[src/rtl/uart_bitclk_gen.sv]
module uart_bitclk_gen #(
  parameter int DIV_W    = 16,
  parameter int WAIT_CYC = 2,
  parameter int OS_SLOW  = 16,
  parameter int OS_FAST  = 13
) (
  input  logic       clk,
  input  logic       rst_n,
  input  logic       wr_en,
  input  logic [1:0] wr_sel,
  input  logic [7:0] wr_data,
  output logic       bus_wait,
  input  logic       rx_restart,
  output logic       bclk_tick,
  output logic       rx_sample,
  output logic       tx_bit_edge
);
  localparam int BYTE_W = DIV_W / 2;
  localparam int PH_W   = $clog2(OS_SLOW);
  localparam int WT_W   = $clog2(WAIT_CYC + 1);
  localparam logic [PH_W-1:0] TOP_SLOW = PH_W'(OS_SLOW - 1);
  localparam logic [PH_W-1:0] TOP_FAST = PH_W'(OS_FAST - 1);
  localparam logic [PH_W-1:0] MID_SLOW = PH_W'(OS_SLOW / 2 - 1);
  localparam logic [PH_W-1:0] MID_FAST = PH_W'(OS_FAST / 2 - 1);

  logic [BYTE_W-1:0] div_lo, div_hi;
  logic [DIV_W-1:0]  divisor, baud_cnt;
  logic [WT_W-1:0]   wait_cnt;
  logic [PH_W-1:0]   tx_ph, rx_ph;
  logic              mode_req, tx_fast, rx_fast;

  assign divisor = {div_hi, div_lo};
  assign bus_wait = (wait_cnt != '0);

  wire wr_ok    = wr_en && !bus_wait;
  wire latch_wr = wr_ok && (wr_sel == 2'd0 || wr_sel == 2'd1);
  wire mode_wr  = wr_ok && (wr_sel == 2'd2);

  assign bclk_tick = (divisor != '0) && !bus_wait && (baud_cnt == divisor - DIV_W'(1));

  wire [PH_W-1:0] tx_top = tx_fast ? TOP_FAST : TOP_SLOW;
  wire [PH_W-1:0] rx_top = rx_fast ? TOP_FAST : TOP_SLOW;
  wire [PH_W-1:0] rx_mid = rx_fast ? MID_FAST : MID_SLOW;
  wire tx_end = bclk_tick && (tx_ph == tx_top);
  wire rx_end = bclk_tick && (rx_ph == rx_top);

  assign tx_bit_edge = tx_end;
  assign rx_sample   = bclk_tick && !rx_restart && (rx_ph == rx_mid);

  always_ff @(posedge clk or negedge rst_n) begin
    if (!rst_n) begin
      div_lo   <= '0;
      div_hi   <= '0;
      mode_req <= 1'b0;
    end else if (latch_wr) begin
      if (wr_sel[0]) div_hi <= wr_data[BYTE_W-1:0];
      else           div_lo <= wr_data[BYTE_W-1:0];
    end else if (mode_wr) begin
      mode_req <= wr_data[0];
    end
  end

  always_ff @(posedge clk or negedge rst_n) begin
    if (!rst_n)        wait_cnt <= '0;
    else if (latch_wr) wait_cnt <= WT_W'(WAIT_CYC);
    else if (bus_wait) wait_cnt <= wait_cnt - WT_W'(1);
  end

  always_ff @(posedge clk or negedge rst_n) begin
    if (!rst_n)
      baud_cnt <= '0;
    else if (latch_wr || bus_wait || divisor == '0 || bclk_tick)
      baud_cnt <= '0;
    else
      baud_cnt <= baud_cnt + DIV_W'(1);
  end

  always_ff @(posedge clk or negedge rst_n) begin
    if (!rst_n) begin
      tx_ph   <= '0;
      tx_fast <= 1'b0;
    end else if (tx_end) begin
      tx_ph   <= '0;
      tx_fast <= mode_req;
    end else if (bclk_tick) begin
      tx_ph   <= tx_ph + PH_W'(1);
    end
  end

  always_ff @(posedge clk or negedge rst_n) begin
    if (!rst_n) begin
      rx_ph   <= '0;
      rx_fast <= 1'b0;
    end else if (rx_restart || rx_end) begin
      rx_ph   <= '0;
      rx_fast <= mode_req;
    end else if (bclk_tick) begin
      rx_ph   <= rx_ph + PH_W'(1);
    end
  end
endmodule

[config.mk]
export PLATFORM = sky130hd
export DESIGN_NAME = uart_bitclk_gen
export DESIGN_NICKNAME = d
export VERILOG_FILES = /design/src/rtl/uart_bitclk_gen.sv
export SDC_FILE = /design/constraint.sdc
export NUM_CORES = 1
export LEC_CHECK = 0
export BUFFER_PORTS_ARGS = -buffer_cell sky130_fd_sc_hd__buf_4
export CAP_MARGIN = 20
export CORE_UTILIZATION = 55
export DETAILED_ROUTE_END_ITERATION = 8
export PLACE_DENSITY = 0.73
export SYNTH_ARGS = -nofsm -noshare
export SYNTH_HDL_FRONTEND = slang
export SYNTH_SLANG_ARGS = --single-unit
[constraint.sdc]
create_clock -name clk -period 4.1 [get_ports clk]
set_clock_uncertainty 0.15 [all_clocks]
set_input_delay 0.41 -clock clk [delete_from_list [all_inputs] [get_ports clk]]
set_output_delay 0.41 -clock clk [all_outputs]
set_load 0.03 [all_outputs]
==> reports/metrics.cfg, run 1 <==
[synthesis]
synthArstFlopShare_pct=100.0
ys_seq_area_share_pct=40.65
avgSynthCellArea_um2=9.585
synth-edff-count=0
ys_ff_latch=45
yosysTopAreaCell=dfrtp_1
synth_cell_types=50
ys_warn_count=0
netlist_area_um2=2770
synthCells=289
syn_nets=309
yosys.area.top_type_share_pct=40.65
ys.flop_type=dfrtp_1
synthTopCellsByArea=dfrtp_1, mux2_2, xor2_1

[power_and_ir_drop]
ir_drop_uv=451.4
p_leak_nw=1.264
powerDensity_nw_per_um2=565.2

[run]
cap_violations=0

[floorplan]
die_h_um=72.97
dieArea_um2=5325
fp-row-count=25
core_area_um2=4786
die_x_um=72.97
ios=18
start_util_pct=57.88

[sta]
final_hold_viol_count=0
worst_pin_slew_ns=0.6610
fin_tns_setup_ns=0
maxSlewHeadroom_pct=55.93
finalSetupViolCount=0
grt_setup_unrepaired=no
period_minus_slack_ns=3.709
post-route-period-util_pct=90.47
slew_viol_final=0
hold_ws_ns=0.1537
timing.fmax_mhz=269.6

[critical_path]
r2r_cells=7
critical_path.endpoint_type=primary output
crit_arrival_ns=3.15
crit_path_max_fanout=10
max_stage_delay_ns=0.61
cp_num_buf_inv=1
path_class=reg2out
critical-path-top-delay-family=simple AND/OR/NAND/NOR gates
path_cells=or4_1, or3_4, or3_1, nand4_2, or2_1, nor2_2, and4_1, buf_4
crit_cells=8
cpMaxStageDelayCell=or4_1
crit_required_ns=3.54
start_kind=register

[clock_network]
cts-resized-gates=0
cts-root-buf=clkbuf_8
clkTransAtPathRegs_ns=0.08
clock_sinks=45
clockBufferDepth=2
ctsHoldBuffers=1
cts_tree=done
cts_buffers=5
cts.repair_timing.setup_buffer_count=0
htree_levels=2
insertion_delay_ns=0.30

[placed_design]
gp_congestion=0.9843
port_buffers=17
dpl.hpwl_mm=4.362

[min_path]
hold_class=in2reg
min_path_cells=2

[detailed_routing]
avgViaCountPerCell=5.765
drt_iter0_markers=117
ant_nets=0
drc=0
drtPass1Iterations=4
avgRoutedWirePerCell_um=15.56
routed_wl_mm=5.834
vias=2162

[grt]
grt_usage_pct=23.69
grt_remaining_overflow=0
antenna_found_initial=0
grt_max_degree=46
grt_pass1_wl_mm=9.487
grt_pass1_vias=1958

[final_layout]
n_fill_cell=424
fin_nets=327
multi_input_area_um2=1531
area_growth_pct=10.43
regArea_um2=1126
final_layout_size_suffix_gt1_share_pct=16.56
antenna_cells=0

[outcome]
status=finished clean

-- worst paths after layout --
check / startpoint / endpoint / slack [ns]
worst max-delay path: div_lo[7] / rx_sample / 0.39
worst min-delay path: rx_restart / rx_ph[1] / 0.15
worst max register to register: div_lo[7] / baud_cnt[0] / 0.91
worst min register to register: wait_cnt[0] / wait_cnt[0] / 0.35
max in group asynchronous: rst_n / tx_ph[3] / 2.89
min in group asynchronous: rst_n / baud_cnt[4] / 0.50
-- cells in the mapped netlist (all sizes together), types with 6 or more instances --
cell   count
xor2      19
nor2      28
nand2     13
nor3      18
dfrtp     45
inv       15
mux2      18
a21oi     12
xnor2     13
o21ai     16
and3       7
nand4      7
ha         6
or3        7
nand3     12
-- power breakdown --
group	internal (mW)	total, mW	switching (mW)
combinational	0.290	0.676	0.387
clock	0.199	0.343	0.145
sequential	0.553	0.709	0.157
total	1.04	1.73	0.688
-- per-layer routing --
layer | GRT usage (%) | share of wire, % | vias to the layer above | wire length (um)
met5 | 0 | 0 | - | 0
met4 | 8.279 | 1.1 | 0 | 63
met3 | 4.006 | 3.7 | 7 | 216
met2 | 38.11 | 48 | 47 | 2816
met1 | 32.47 | 47 | 1031 | 2736
li1 | - | - | 1077 | -
-- final cells by class --
| type | instances | area share (%) |
|---|---|---|
| Clock buffer | 7 | 2.822 |
| Clock inverter | 1 | 0.9816 |
| Sequential cell | 45 | 36.81 |
| Timing Repair Buffer | 19 | 4.744 |
| Multi-Input combinational cell | 221 | 50.06 |
| Tap cell | 67 | 2.740 |
| Inverter | 15 | 1.840 |
-- cell families after synthesis --
family	Yosys count	synth area share [%]
flip-flops	45	40.65
buffers and inverters	23	4.065
multiplexers	20	8.040
adder cells (fa/ha/maj)	6	2.710
XOR/XNOR	32	10.12
AND/OR/NAND/NOR	115	22.99
AO/OA/AOI/OAI	48	11.43
-- per-stage QoR --
step	power [mW]	utilization, %	cells	setup slack [ns]	cell area (um2)
after detailed placement	1.377	61.28	366	0.7295	2933
after global routing	1.842	63.92	375	0.1900	3059
after global placement	1.359	61.28	366	0.7961	2933
after CTS	1.720	63.92	375	0.4023	3059
after floorplan	1.236	-	289	0.6072	2770
final	1.729	63.92	375	0.3906	3059
-- cells in the final DEF (no fill, tap or decap), types with 3 or more instances in the layout --
cell type,netlist,final
o31ai_1,3,3
clkbuf_8,0,6
a211oi_1,3,3
o21ai_2,3,3
mux2_1,3,3
xor2_1,19,19
nand3_1,12,12
inv_1,15,15
or3_1,6,6
a21oi_1,12,12
o41ai_1,3,3
mux2_2,15,15
nor3_1,17,17
dfrtp_1,45,45
ha_1,6,6
nand4_1,6,6
nand3b_1,4,4
nor2_1,27,27
nand2_1,13,13
o21ai_0,12,12
buf_4,1,18
nor2b_1,3,3
and3_1,7,7
nand4b_1,3,3
xnor2_1,13,13
-- flip-flops by register name (all words and copies together) (netlist names) --
| signal | cells |
|---|---|
| wait_cnt | 2 |
| tx_fast | 1 |
| div_lo | 8 |
| mode_req | 1 |
| tx_ph | 4 |
| div_hi | 8 |
| rx_fast | 1 |
| baud_cnt | 16 |
| rx_ph | 4 |
(Power assumes the default switching activity.)
==> inputs of run 2 (changes only) <==
==> constraint.sdc (replaced) <==
create_clock -name clk -period 4.1 [get_ports clk]
set_clock_uncertainty 0.15 [all_clocks]
set_input_delay 0.205 -clock clk [delete_from_list [all_inputs] [get_ports clk]]
set_output_delay 0.205 -clock clk [all_outputs]
set_load 0.03 [all_outputs]
==> run 2 against run 1 <==
Against the previous run:
- worst setup slack improved by 0.091 ns
- via count grew 4.3%
- combinational power about the same
- critical endpoint unchanged
==> reports/metrics.cfg, run 2 (synthesis results as in run 1) <==
[detailed_routing]
ant_nets=0  ; unchanged
drtPass1Iterations=4  ; unchanged
avgViaCountPerCell=5.885  ; was 5.765
drt_iter0_markers=68  ; was 117
avgRoutedWirePerCell_um=15.38  ; was 15.56 um
vias=2254  ; was 2162
drc=0  ; unchanged
routed_wl_mm=5.892  ; was 5.834 mm

[clock_network]
cts_tree=done  ; unchanged
cts-root-buf=clkbuf_8  ; unchanged
cts-resized-gates=0  ; unchanged
cts.repair_timing.setup_buffer_count=0  ; unchanged
clock_sinks=45  ; unchanged
clockBufferDepth=2  ; unchanged
cts_buffers=5  ; unchanged
ctsHoldBuffers=6  ; was 1
htree_levels=2  ; unchanged
clkTransAtPathRegs_ns=0.08  ; about the same
insertion_delay_ns=0.29  ; was 0.30 ns

[sta]
period_minus_slack_ns=3.618  ; was 3.709 ns
timing.fmax_mhz=276.4  ; was 269.6 MHz
finalSetupViolCount=0  ; unchanged
final_hold_viol_count=0  ; unchanged
grt_setup_unrepaired=no  ; unchanged
slew_viol_final=0  ; unchanged
worst_pin_slew_ns=0.6577  ; was 0.6610 ns
maxSlewHeadroom_pct=56.15  ; was 55.93%
fin_tns_setup_ns=0  ; unchanged
post-route-period-util_pct=88.24  ; was 90.47%

[critical_path]
start_kind=register  ; unchanged
crit_required_ns=3.74  ; was 3.54 ns
critical_path.endpoint_type=primary output  ; unchanged
reg2reg_from=div_lo[7]  ; unchanged
crit_arrival_ns=3.26  ; was 3.15 ns
max_stage_delay_ns=0.60  ; was 0.61 ns
path_cells=or4_1, nor3_1, a22oi_1, o21ai_1, or2_1, nor2_2, and4_1, buf_4  ; was or4_1, or3_4, or3_1, nand4_2, or2_1, nor2_2, and4_1, buf_4
cpMaxStageDelayCell=or4_1  ; unchanged
critical_path.startpoint=div_lo[7]  ; unchanged
crit_path_max_fanout=10  ; unchanged
path_class=reg2out  ; unchanged

[final_layout]
multi_input_area_um2=1531  ; unchanged
largest_reg_flops=16  ; unchanged
n_fill_cell=390  ; was 424
top_regs=baud_cnt x16, div_hi x8, div_lo x8  ; unchanged
final_common_cell=dfrtp_1  ; unchanged
regArea_um2=1126  ; unchanged
final_layout_size_suffix_gt1_share_pct=16.14  ; was 16.56%
top_register=baud_cnt  ; unchanged
antenna_cells=0  ; unchanged
fin_cells=383  ; was 375
layout_common_cells=dfrtp_1, nor2_1, xor2_1, buf_4, nor3_1  ; unchanged
fin_nets=335  ; was 327
area_growth_pct=12.10  ; was 10.43%

[grt]
antenna_found_initial=0  ; unchanged
grt_max_degree=46  ; unchanged
grt_remaining_overflow=0  ; unchanged
grt_pass1_vias=2098  ; was 1958
grt_usage_pct=24.40  ; was 23.69%
grt_pass1_wl_mm=9.929  ; was 9.487 mm

[floorplan]
die_h_um=72.97  ; unchanged
ios=18  ; unchanged
die_x_um=72.97  ; unchanged
fp-row-count=25  ; unchanged
dieArea_um2=5325  ; unchanged
core_area_um2=4786  ; unchanged
start_util_pct=57.88  ; unchanged

[outcome]
status=finished clean  ; unchanged

[min_path]
hp-start=wr_data[0]  ; was rx_restart
hold_class=in2reg  ; unchanged

[power_and_ir_drop]
total_power_mw=1.651  ; was 1.729 mW
ir_drop_uv=356.3  ; was 451.4 uV
p_leak_nw=1.284  ; was 1.264 nW
powerDensity_nw_per_um2=531.5  ; was 565.2 nW/um2

[placed_design]
numPlacedInstances=366  ; unchanged
port_buffers=17  ; unchanged
dpl.hpwl_mm=4.407  ; was 4.362 mm
gp_congestion=0.8994  ; was 0.9843

[run]
cap_violations=0  ; unchanged

[run 2: changes by cell type in the layout (fill, tap and decap cells not counted)]
cell           previous run  this run
clkinv_2                  0         2
dlygate4sd3_1             1         9
clkbuf_8                  6         5
bufinv_16                 1         0
[run 2: worst max-delay path: cells and delay by family (launching register included)]
family / cells / cell delay [ns]
and+or+nand+nor: 5 / 1.78
buffers and inverters: 1 / 0.16
AOI/OAI and AO/OA: 2 / 0.56
DFF: 1 / 0.46
[run 2: through the flow]
step                worst slack [ns]  utilization, %  hold WS (ns)  instance area (um2)
global placement              0.9065           61.28       0.09161                 2933
floorplan                     0.8122               -       -0.2406                 2770
CTS                           0.5480           64.26     0.0001991                 3075
detailed placement            0.8864           61.28       0.08694                 2933
finish                        0.4821           64.89       0.01181                 3105
global route                  0.3109           64.89       0.01739                 3105
[run 2: area by class of cell]
cell class	instances	area share (%)
clock buffers	6	2.337
clock inverters	2	0.3223
inverters	15	1.813
multi-input cells	221	49.32
flip-flops and latches	45	36.26
well taps	67	2.699
repair buffers	27	7.252
[run 2: routing by layer]
layer  wire (um)  GRT usage [%]  vias to the layer above
li1            -              -                     1098
met1        2637          31.99                     1064
met2        2801          39.98                       74
met3         294          4.420                       18
met4         157          10.02                        0
met5           0              0                        -
[run 2: final timing paths]
| check | end | slack (ns) | cells after the start |
|---|---|---|---|
| worst max-delay path | rx_sample | 0.48 | 8 |
| worst min-delay path | div_lo[0] | 0.01 | 3 |
| worst max register to register | rx_fast | 0.88 | 7 |
| worst min register to register | wait_cnt[0] | 0.32 | 1 |
| max in group asynchronous | div_lo[2] | 3.14 | 2 |
| min in group asynchronous | rx_ph[2] | 0.30 | 2 |
[run 2: where the power goes]
| part | internal (mW) | leakage, nW | switching (mW) |
|---|---|---|---|
| clock | 0.118 | 0.0450 | 0.140 |
| combinational | 0.294 | 0.649 | 0.382 |
| sequential | 0.553 | 0.590 | 0.164 |
| total | 0.965 | 1.28 | 0.686 |
==> inputs of run 3 (changes only) <==
==> constraint.sdc (replaced) <==
create_clock -name clk -period 4.1 [get_ports clk]
set_clock_uncertainty 0.15 [all_clocks]
set_input_delay 0.205 -clock clk [delete_from_list [all_inputs] [get_ports clk]]
set_output_delay 0.205 -clock clk [all_outputs]
set_load 0.1 [all_outputs]
==> run 3 against run 2 <==
Against the previous run:
- total power rose by 2.2%
- critical endpoint unchanged
- count of clock-buffer cells in the layout rose by 1
- critical path depth did not move
- worst setup slack improved by 0.029 ns
- die area did not move
- largest power group unchanged
- first-iteration DRC count rose by 31%
==> reports/metrics.cfg, run 3 (synthesis results as in run 1) <==
[clock_network]
cts_tree=done  ; unchanged
cts-resized-gates=0  ; unchanged
clock_sinks=45  ; unchanged
htree_levels=2  ; unchanged
cts-root-buf=clkbuf_8  ; unchanged
insertion_delay_ns=0.30  ; was 0.29 ns
clockBufferDepth=2  ; unchanged
cts_buffers=5  ; unchanged
clkTransAtPathRegs_ns=0.08  ; about the same

[grt]
grt_pass1_vias=2165  ; was 2098
grt_pass1_wl_mm=10.06  ; was 9.929 mm
antenna_found_initial=0  ; unchanged
grt_max_degree=46  ; unchanged
grt_remaining_overflow=0  ; unchanged
grt_usage_pct=25.06  ; was 24.40%

[placed_design]
placed_area_um2=2939  ; was 2933 um2
dpl.hpwl_mm=4.441  ; was 4.407 mm
numPlacedInstances=366  ; unchanged
port_buffers=17  ; unchanged
gp_congestion=0.9750  ; was 0.8994

[min_path]
hold_class=in2reg  ; unchanged
hold_path_end=div_hi[3]  ; was div_lo[0]
min_path_cells=2  ; was 3
hp-start=wr_data[3]  ; was wr_data[0]

[final_layout]
top_register=baud_cnt  ; unchanged
antenna_cells=0  ; unchanged
area_growth_pct=12.38  ; was 12.10%
fin_cells=383  ; unchanged
layout_common_cells=dfrtp_1, nor2_1, xor2_1, buf_4, nor3_1  ; unchanged
design_area_um2=3113  ; was 3105 um2
n_fill_cell=400  ; was 390
fin_nets=335  ; unchanged
largest_reg_flops=16  ; unchanged
final_layout_size_suffix_gt1_share_pct=16.14  ; unchanged
final_common_cell=dfrtp_1  ; unchanged
top_regs=baud_cnt x16, div_hi x8, div_lo x8  ; unchanged

[critical_path]
crit_arrival_ns=3.23  ; was 3.26 ns
crit_path_max_fanout=10  ; unchanged
path_class=reg2out  ; unchanged
reg2reg_from=div_lo[3]  ; was div_lo[7]
r2r-end=baud_cnt[12]  ; was rx_fast
start_kind=register  ; unchanged
r2r_cells=7  ; unchanged
r2r_setup_slack_ns=0.87  ; was 0.88 ns
crit_required_ns=3.74  ; about the same
critical_path.endpoint_type=primary output  ; unchanged

[detailed_routing]
drc=0  ; unchanged
avgViaCountPerCell=5.786  ; was 5.885
vias=2216  ; was 2254
drt_iter0_markers=89  ; was 68
ant_nets=0  ; unchanged
drtPass1Iterations=5  ; was 4
routed_wl_mm=5.910  ; was 5.892 mm
avgRoutedWirePerCell_um=15.43  ; was 15.38 um

[floorplan]
ios=18  ; unchanged
die_x_um=72.97  ; unchanged
core_area_um2=4786  ; unchanged
die_h_um=72.97  ; unchanged
fp-row-count=25  ; unchanged
start_util_pct=57.88  ; unchanged
dieArea_um2=5325  ; unchanged

[sta]
worst_pin_slew_ns=0.6417  ; was 0.6577 ns
post-route-period-util_pct=87.54  ; was 88.24%
grt_setup_unrepaired=no  ; unchanged
slew_viol_final=0  ; unchanged
fin_tns_setup_ns=0  ; unchanged
finalSetupViolCount=0  ; unchanged
final_hold_viol_count=0  ; unchanged
maxSlewHeadroom_pct=57.21  ; was 56.15%
period_minus_slack_ns=3.589  ; was 3.618 ns
timing.fmax_mhz=278.6  ; was 276.4 MHz

[power_and_ir_drop]
p_seq_share_pct=42.4  ; was 43.4%
intPower_mw=0.9671  ; was 0.9649 mW
ir_drop_uv=335.0  ; was 356.3 uV
total_power_mw=1.687  ; was 1.651 mW
powerDensity_nw_per_um2=542.0  ; was 531.5 nW/um2
power_frac_comb_pct=41.5  ; was 41.0%
p_switching_mw=0.7201  ; was 0.6857 mW
p_leak_nw=1.277  ; was 1.284 nW
p_sw_share_pct=42.68  ; was 41.54%
clkPwrFrac_pct=16.1  ; was 15.6%

[outcome]
status=finished clean  ; unchanged

[run]
cap_violations=0  ; unchanged

==> run 3: power by group through the flow <==
stage	Sequential [mW]	Combinational [mW]	Clock, mW
2_1_floorplan	0.647	0.617	0
3_3_place_gp	0.713	0.675	0
3_5_place_dp	0.721	0.689	0
4_1_cts	0.711	0.699	0.279
5_1_grt	0.732	0.782	0.291
6_report	0.715	0.701	0.271
==> run 3: timing repair <==
item / 4_1_cts / 5_1_grt
buffers inserted: 0 / 0
hold buffers: 8 / 1
hold endpoints to repair: 59 / 1
==> run 3: worst max-delay path, stage by stage, from the launching register on <==
cell and delay, ns:
dfrtp_1 0.47, or4_4 0.62, or3_4 0.37, or3_1 0.39
nand4_2 0.16, or2_1 0.38, nor2_4 0.07, and4_2 0.23
buf_4 0.23
==> run 3: how the worst max path moves through the flow <==
stage / startpoint / to / slack, ns
detailed placement: div_lo[7] / rx_sample / 0.84
global route: div_lo[2] / rx_sample / 0.25
floorplan: div_lo[3] / rx_sample / 0.38
CTS: div_lo[7] / rx_sample / 0.50
global placement: div_lo[7] / rx_sample / 0.91
finish: div_lo[3] / rx_sample / 0.51
==> run 3: final cells by class <==
class | count | area (um2) | share of cell area [%]
clock inverter | 1 | 7.507 | 0.2412
inverter | 15 | 56.30 | 1.809
timing repair buffer | 27 | 225.2 | 7.235
multi-input combinational | 221 | 1538 | 49.40
sequential | 45 | 1126 | 36.17
clock buffer | 7 | 76.32 | 2.452
tap | 67 | 83.83 | 2.693
==> run 3: layer usage <==
layer | wire length [um] | global-route usage [%] | up-vias
li1 | - | - | 1104
met1 | 2791 | 32.83 | 1060
met2 | 2873 | 43.20 | 46
met3 | 189 | 4.144 | 6
met4 | 55 | 6.536 | 0
met5 | 0 | 0 | -
==> run 3: metrics by stage <==
step | setup slack, ns | hold slack, ns | utilization, %
final | 0.5107 | 0.01216 | 65.05
after global routing | 0.2525 | 0.002721 | 65.05
after CTS | 0.5008 | 0.0001118 | 64.84
after detailed placement | 0.8360 | 0.09324 | 61.41
after global placement | 0.9097 | 0.09261 | 61.41
after floorplan | 0.3820 | -0.2406 | -
